==> config.mk <==
export PLATFORM = sky130hd
export DESIGN_NAME = rmp_pinctl
export DESIGN_NICKNAME = d
export VERILOG_FILES = /design/src/rtl/rmp_pkg.sv /design/src/rtl/rmp_rst_filter.sv /design/src/rtl/rmp_rst_seq.sv /design/src/rtl/rmp_pinctl.sv
export SDC_FILE = /design/constraint.sdc
export NUM_CORES = 1
export LEC_CHECK = 0
export BUFFER_PORTS_ARGS = -buffer_cell sky130_fd_sc_hd__buf_2
export CAP_MARGIN = 5
export CORE_UTILIZATION = 30
export DETAILED_ROUTE_END_ITERATION = 12
export SYNTH_ARGS = -nofsm -noshare
export SYNTH_HDL_FRONTEND = slang
export SYNTH_SLANG_ARGS = --single-unit
==> constraint.sdc <==
create_clock -name clk -period 1.4 [get_ports clk]
set_clock_uncertainty 0.1 [all_clocks]
set_input_delay 0 -clock clk [delete_from_list [all_inputs] [get_ports clk]]
set_output_delay 0 -clock clk [all_outputs]
set_load 0.02 [all_outputs]
==> src/rtl/rmp_pkg.sv <==
package rmp_pkg;
    localparam int OPT_W         = 2;
    localparam int OPT_RSTEN_BIT = 0;
    localparam int OPT_DBGEN_BIT = 1;

    typedef struct packed {
        logic rsten;
        logic dbgen;
    } opt_t;

    localparam opt_t OPT_DEFAULT = '{rsten: 1'b0, dbgen: 1'b1};

    typedef enum logic [1:0] {
        PB_MODESEL = 2'd0,
        PB_DEBUG   = 2'd1,
        PB_OUTPUT  = 2'd2
    } pinb_fn_e;
endpackage

==> src/rtl/rmp_rst_filter.sv <==
module rmp_rst_filter #(
    parameter int SYNC_STAGES = 2,
    parameter int MIN_LOW     = 2
) (
    input  logic clk,
    input  logic por_n,
    input  logic en_i,
    input  logic pad_i,
    output logic trig_o
);
    localparam int CW = $clog2(MIN_LOW + 1);
    localparam logic [CW-1:0] LAST_CNT = CW'(MIN_LOW - 1);

    typedef struct packed {
        logic [SYNC_STAGES-1:0] sync;
        logic [CW-1:0]          cnt;
    } flt_t;

    flt_t st_d, st_q;
    logic low_seen;

    always_comb begin
        st_d     = st_q;
        low_seen = ~st_q.sync[SYNC_STAGES-1];
        st_d.sync = {st_q.sync[SYNC_STAGES-2:0], pad_i};
        trig_o   = en_i && low_seen && (st_q.cnt == LAST_CNT);
        if (en_i && low_seen && !trig_o) begin
            st_d.cnt = st_q.cnt + 1'b1;
        end else begin
            st_d.cnt = '0;
        end
    end

    always_ff @(posedge clk or negedge por_n) begin
        if (!por_n) begin
            st_q.sync <= '1;
            st_q.cnt  <= '0;
        end else begin
            st_q <= st_d;
        end
    end
endmodule

==> src/rtl/rmp_rst_seq.sv <==
module rmp_rst_seq #(
    parameter int RST_HOLD = 4
) (
    input  logic clk,
    input  logic por_n,
    input  logic trig_i,
    input  logic mode_pin_i,
    output logic in_rst_o,
    output logic bgnd_o
);
    localparam int HW = $clog2(RST_HOLD + 1);
    localparam logic [HW-1:0] HOLD_LOAD = HW'(RST_HOLD);
    localparam logic [HW-1:0] HOLD_LAST = HW'(1);

    typedef struct packed {
        logic [HW-1:0] hold;
        logic          bgnd;
    } seq_t;

    seq_t st_d, st_q;

    always_comb begin
        st_d = st_q;
        if (trig_i) begin
            st_d.hold = HOLD_LOAD;
        end else if (st_q.hold != '0) begin
            st_d.hold = st_q.hold - 1'b1;
            if (st_q.hold == HOLD_LAST) begin
                st_d.bgnd = ~mode_pin_i;
            end
        end
    end

    always_ff @(posedge clk or negedge por_n) begin
        if (!por_n) begin
            st_q.hold <= HOLD_LOAD;
            st_q.bgnd <= 1'b0;
        end else begin
            st_q <= st_d;
        end
    end

    assign in_rst_o = (st_q.hold != '0);
    assign bgnd_o   = st_q.bgnd;
endmodule

==> src/rtl/rmp_pinctl.sv <==
module rmp_pinctl
    import rmp_pkg::*;
#(
    parameter int SYNC_STAGES = 2,
    parameter int MIN_LOW     = 2,
    parameter int RST_HOLD    = 4
) (
    input  logic             clk,
    input  logic             por_n,
    input  logic             opt_we,
    input  logic [OPT_W-1:0] opt_wdata,
    output logic [OPT_W-1:0] opt_rdata_o,
    input  logic             pina_pad_i,
    input  logic             pina_pue_i,
    output logic             pina_pu_o,
    input  logic             pinb_pad_i,
    input  logic             pinb_dat_i,
    output logic             pinb_oe_o,
    output logic             pinb_do_o,
    output logic             pinb_pu_o,
    output logic             rst_n_o,
    output logic             bgnd_o
);
    opt_t     opt_d, opt_q;
    pinb_fn_e pb_fn;
    logic     trig;
    logic     in_rst;

    rmp_rst_filter #(
        .SYNC_STAGES(SYNC_STAGES),
        .MIN_LOW    (MIN_LOW)
    ) u_filter (
        .clk   (clk),
        .por_n (por_n),
        .en_i  (opt_q.rsten),
        .pad_i (pina_pad_i),
        .trig_o(trig)
    );

    rmp_rst_seq #(
        .RST_HOLD(RST_HOLD)
    ) u_seq (
        .clk       (clk),
        .por_n     (por_n),
        .trig_i    (trig),
        .mode_pin_i(pinb_pad_i),
        .in_rst_o  (in_rst),
        .bgnd_o    (bgnd_o)
    );

    always_comb begin
        opt_d = opt_q;
        if (in_rst || trig) begin
            opt_d = OPT_DEFAULT;
        end else if (opt_we) begin
            opt_d.rsten = opt_q.rsten | opt_wdata[OPT_RSTEN_BIT];
            opt_d.dbgen = opt_wdata[OPT_DBGEN_BIT];
        end
    end

    always_ff @(posedge clk or negedge por_n) begin
        if (!por_n) begin
            opt_q <= OPT_DEFAULT;
        end else begin
            opt_q <= opt_d;
        end
    end

    always_comb begin
        if (in_rst) begin
            pb_fn = PB_MODESEL;
        end else if (opt_q.dbgen) begin
            pb_fn = PB_DEBUG;
        end else begin
            pb_fn = PB_OUTPUT;
        end
        unique case (pb_fn)
            PB_OUTPUT: begin
                pinb_oe_o = 1'b1;
                pinb_pu_o = 1'b0;
                pinb_do_o = pinb_dat_i;
            end
            default: begin
                pinb_oe_o = 1'b0;
                pinb_pu_o = 1'b1;
                pinb_do_o = 1'b0;
            end
        endcase
    end

    always_comb begin
        opt_rdata_o                = '0;
        opt_rdata_o[OPT_RSTEN_BIT] = opt_q.rsten;
        opt_rdata_o[OPT_DBGEN_BIT] = opt_q.dbgen;
    end

    assign pina_pu_o = opt_q.rsten | pina_pue_i;
    assign rst_n_o   = ~in_rst;
endmodule

* Yosys cells after proc, flatten, opt, wreduce, memory -nomap -nowiden
Index checks and enable logic that the tools add are counted.
Storage, ports and cells: bits in registers 10, input bits 9, output and inout port bits 8, word-level logic and storage cells 37
Operators by class: $add $sub $neg 2, equal/unequal tests 3, muxes and demuxes 11, bitwise operators 6, reduce and logical (&&, ||, !) cells 9
Operators with widths (count):
- 2-bit two-way mux | 5
- 1-bit two-way mux | 4
- 4-bit two-way mux | 1
- 1-bit inverter | 4
- 2-bit nonzero test | 2
- 3-bit by 1-bit equality test with 1-bit output, second input constant | 1
- 1-bit logical AND | 3
- 3-bit two-way mux | 1
- 3-bit AND reduction | 1
- 3-bit nonzero test | 1
- 3-bit by 1-bit subtractor with 3-bit output, second input constant | 1
- 2-bit by 1-bit adder with 2-bit output, second input constant | 1
- 2-bit by 1-bit equality test with 1-bit output, second input constant | 1
- 2-bit equality test, second input constant | 1
- 1-bit bitwise OR | 2
- 1-bit zero test | 1
- 1-bit logical OR | 1

* Depth between registers and ports, before layout
depth in word-level cells 6, mapped depth 5, gate-level depth less buffers 5

* Hierarchy
A second synthesis with hierarchy kept.
Unflattened totals: cell total of the unflattened synthesis 36, area, all modules 430.4 sq um
By module, submodules not included:
- rmp_rst_seq | times used 1, cells each 15, area an instance 178.9 sq um, seq. area each 101.3 sq um
- rmp_rst_filter | times used 1, cells each 9, area an instance 146.4 sq um, seq. area each 102.6 sq um
- rmp_pinctl | times used 1, cells each 12, area an instance 105.1 sq um, seq. area each 51.3 sq um

* Worst setup path before layout
OpenSTA, ideal clock, no wires.
path kind register to output, start point register u_seq.st_q[2] (netlist bit), end point output pinb_do_o, data arrival time 1188 ps, data required time 1300 ps, slack 112 ps, cell stages (with the launch flop) 3, buffers on the path 0, cell sequence dfrtp_1 > nor4_4 > and2_1
Between the ends: word-level cells in the longest chain between the ends 4
Ends and longest elaborated chain:
- start: declaration | RTL line rmp_rst_seq.sv:20 | seq_t st_d, st_q;
- start signal: assignment | RTL line rmp_rst_seq.sv:39 | st_q <= st_d;
- 3-bit nonzero test | RTL line rmp_rst_seq.sv:43 | assign in_rst_o = (st_q.hold != '0);
- 2-bit two-way mux | RTL line rmp_pinctl.sv:70 | if (in_rst) begin
- 2-bit equality test | RTL line rmp_pinctl.sv:77 | unique case (pb_fn)
- 1-bit two-way mux | RTL line rmp_pinctl.sv:77
- end: declaration | RTL line rmp_pinctl.sv:19 | output logic pinb_do_o,
Every way passes these cells.

* Final worst setup path
start point register u_seq.st_q[1] (netlist bit), end point output pinb_do_o
Same word-level chain as after synthesis.

==> impl_metrics.json <==
{
  "status": "finished, final reports clean",
  "cp.required_ns": 1.30,
  "port_buffers": 16,
  "setup-violations-final": 0,
  "hold_violations": 0,
  "max_stage_delay_ns": 0.42,
  "rsz0062_at_grt": "true",
  "grt_pass1_wl_um": 1330,
  "root_buffer": "clkbuf_4",
  "die_height_um": 40.3,
  "maxCapViolCount": 0,
  "ir_drop_mv": 0.720,
  "max_slew_margin": 0.850,
  "p_leak_nw": 0.328,
  "worstPathCellList": "nor4_4 > and2_1 > buf_4",
  "synth_area_um2": 439,
  "drc": 0,
  "hold_path.class": "input port to async pin",
  "syn_inst": 39,
  "cp_slowest_cell": "dfrtp_2",
  "yosysUniqueCellTypes": 19,
  "cp-end-kind": "primary output",
  "rows": 13,
  "grt_max_degree": 11,
  "p_per_area_mw_per_mm2": 1980,
  "finalCriticalPeriod_ns": 1.34,
  "worstPathMaxFanout": 3,
  "first_global_vias": 353,
  "grt_antenna_before_repair": 0,
  "dpl.hpwl_um": 533,
  "synth_warnings": 0,
  "syn_avg_cell_area_um2": 11.3,
  "core-area_mm2": 0.00133,
  "yosysSeqAreaShare": 0.581,
  "maxSlewViolCount": 0,
  "synth-seq-cells": 10,
  "n_fill_cell": 140,
  "setup_ws_ns": 0.0580,
  "path_clk_slew_ns": 0.06,
  "tightest_slew_ns": 0.224,
  "start_util": 0.329,
  "num-nets-final": 79,
  "crit_family": "simple AND/OR/NAND/NOR gates",
  "path_buf_inv": 1,
  "cts_tree": "yes",
  "antenna_left": 0,
  "most-common-layout-cells": "14 x buf_2, 7 x dlygate4sd3_1, 5 x nor2_1, 5 x buf_4",
  "clock-sinks": 10,
  "place_ws_ns": 0.123,
  "path_class": "register to primary output",
  "gr-total-overflow": 0,
  "wl_per_cell_um": 10.2,
  "routed_wirelength_um": 838,
  "max_freq_mhz": 745,
  "synth_nets": 49,
  "grt_usage": 0.131,
  "first_pass_iters": 2,
  "antenna_cells": 0,
  "ios": 17,
  "gp_congestion": 0.704,
  "htree_levels": 1,
  "fin_crit_sh": 0.959,
  "arrival_ns": 1.24,
  "reg2reg_setup_slack_ns": 0.08,
  "final_common_cell": "buf_2",
  "clk_latency_ns": 0.26,
  "drive_gt1_frac": 0.463,
  "routed_via_density": 4.51,
  "drt_iter0_drc": 2,
  "dieArea_mm2": 0.00162,
  "clock_path_buffers": 2,
  "die_w_um": 40.3,
  "area_growth_pct": 50.1,
  "cts_buffers": 3,
  "cp-start-kind": "register",
  "whs_ns": 0.0216,
  "via_count": 370
}
cells by family after synthesis:
group                    synth area share
multiplexers                       0.0456
adder cells (fa/ha/maj)            0.0285
AO/OA/AOI/OAI                      0.0342
flip-flops                          0.581
buffers and inverters              0.0427
AND/OR/NAND/NOR                     0.268
sequential cells by signal, summed over array words and instances, names as in the netlist:
signal / cells
opt_rdata_o: 2
u_seq.st_q: 3
u_filter.st_d: 1
u_filter.st_q: 3
u_seq.bgnd_o: 1
synth_stat cells (all sizes together):
cell type / n / area [um2]
mux2i: 2 / 20.0
buf: 1 / 7.51
nand3: 2 / 10.0
a21oi: 2 / 10.0
nor4: 1 / 21.3
nor3: 2 / 15.0
nor2: 5 / 18.8
inv: 3 / 11.3
nand3b: 1 / 7.51
or3b: 1 / 8.76
o21ai: 1 / 5.00
and2: 1 / 6.26
dfrtp: 6 / 150
dfstp: 4 / 105
ha: 1 / 12.5
nand2: 4 / 15.0
and3b: 1 / 8.76
or2: 1 / 6.26
cell type report:
cell class	instances	area, um2	area share
multi-input cells	25	171	0.260
repair buffers	26	178	0.269
flip-flops and latches	10	258	0.391
inverters	3	11.3	0.0171
well taps	15	18.8	0.0285
clock buffers	3	22.5	0.0342
final timing paths:
check                                      startpoint  cells after the start                          to
max                         u_seq.st_q[1]$_DFFE_PN0P_                      3                   pinb_do_o
min                                             por_n                      2    u_seq.bgnd_o$_DFFE_PN0P_
max reg2reg                opt_rdata_o[0]$_DFFE_PN0P_                      3  opt_rdata_o[0]$_DFFE_PN0P_
min reg2reg                u_filter.st_d[3]$_DFF_PN1_                      0  u_filter.st_q[3]$_DFF_PN1_
max in group asynchronous                       por_n                      2  u_filter.st_q[3]$_DFF_PN1_
min in group clk                           pina_pue_i                      3                   pina_pu_o
per-stage QoR:
stage,setup TNS (ns),util,instance area [um2],power (W),std cells
CTS,0,0.480,641,0.00126,81
global placement,0,0.398,531,0.000979,69
finish,0,0.494,659,0.00131,82
floorplan,0,-,439,0.000848,39
global route,-0.0244,0.494,659,0.00141,82
detailed placement,0,0.398,531,0.000995,69
metal layers:
layer | vias to the layer above | global-route usage | routed length (um)
li1 | 185 | - | -
met1 | 167 | 0.123 | 370
met2 | 16 | 0.238 | 399
met3 | 2 | 0.0333 | 62
met4 | 0 | 0.100 | 6
met5 | - | 0 | 0
power by group:
part           total, W  switching, W  internal, W
registers      0.000467     0.0000744     0.000393
logic          0.000649      0.000349     0.000299
clock network  0.000190     0.0000908    0.0000990
total           0.00131      0.000514     0.000791
timing repair:
action,4_1_cts,5_1_grt
cloned,0,0
hold buffers,7,0
setup endpoints to repair,1,3
pin swaps,1,0
endpoints found under the hold margin,14,0
buffers inserted,2,1
resized for setup,2,3
worst reg2reg max path: stages (launching register included):
cell           delay, ns
dfrtp_1             0.40
a21oi_1             0.12
dlygate4sd3_1       0.56
nor2_1              0.04
No activity file was read; power rests on OpenSTA's default activity.
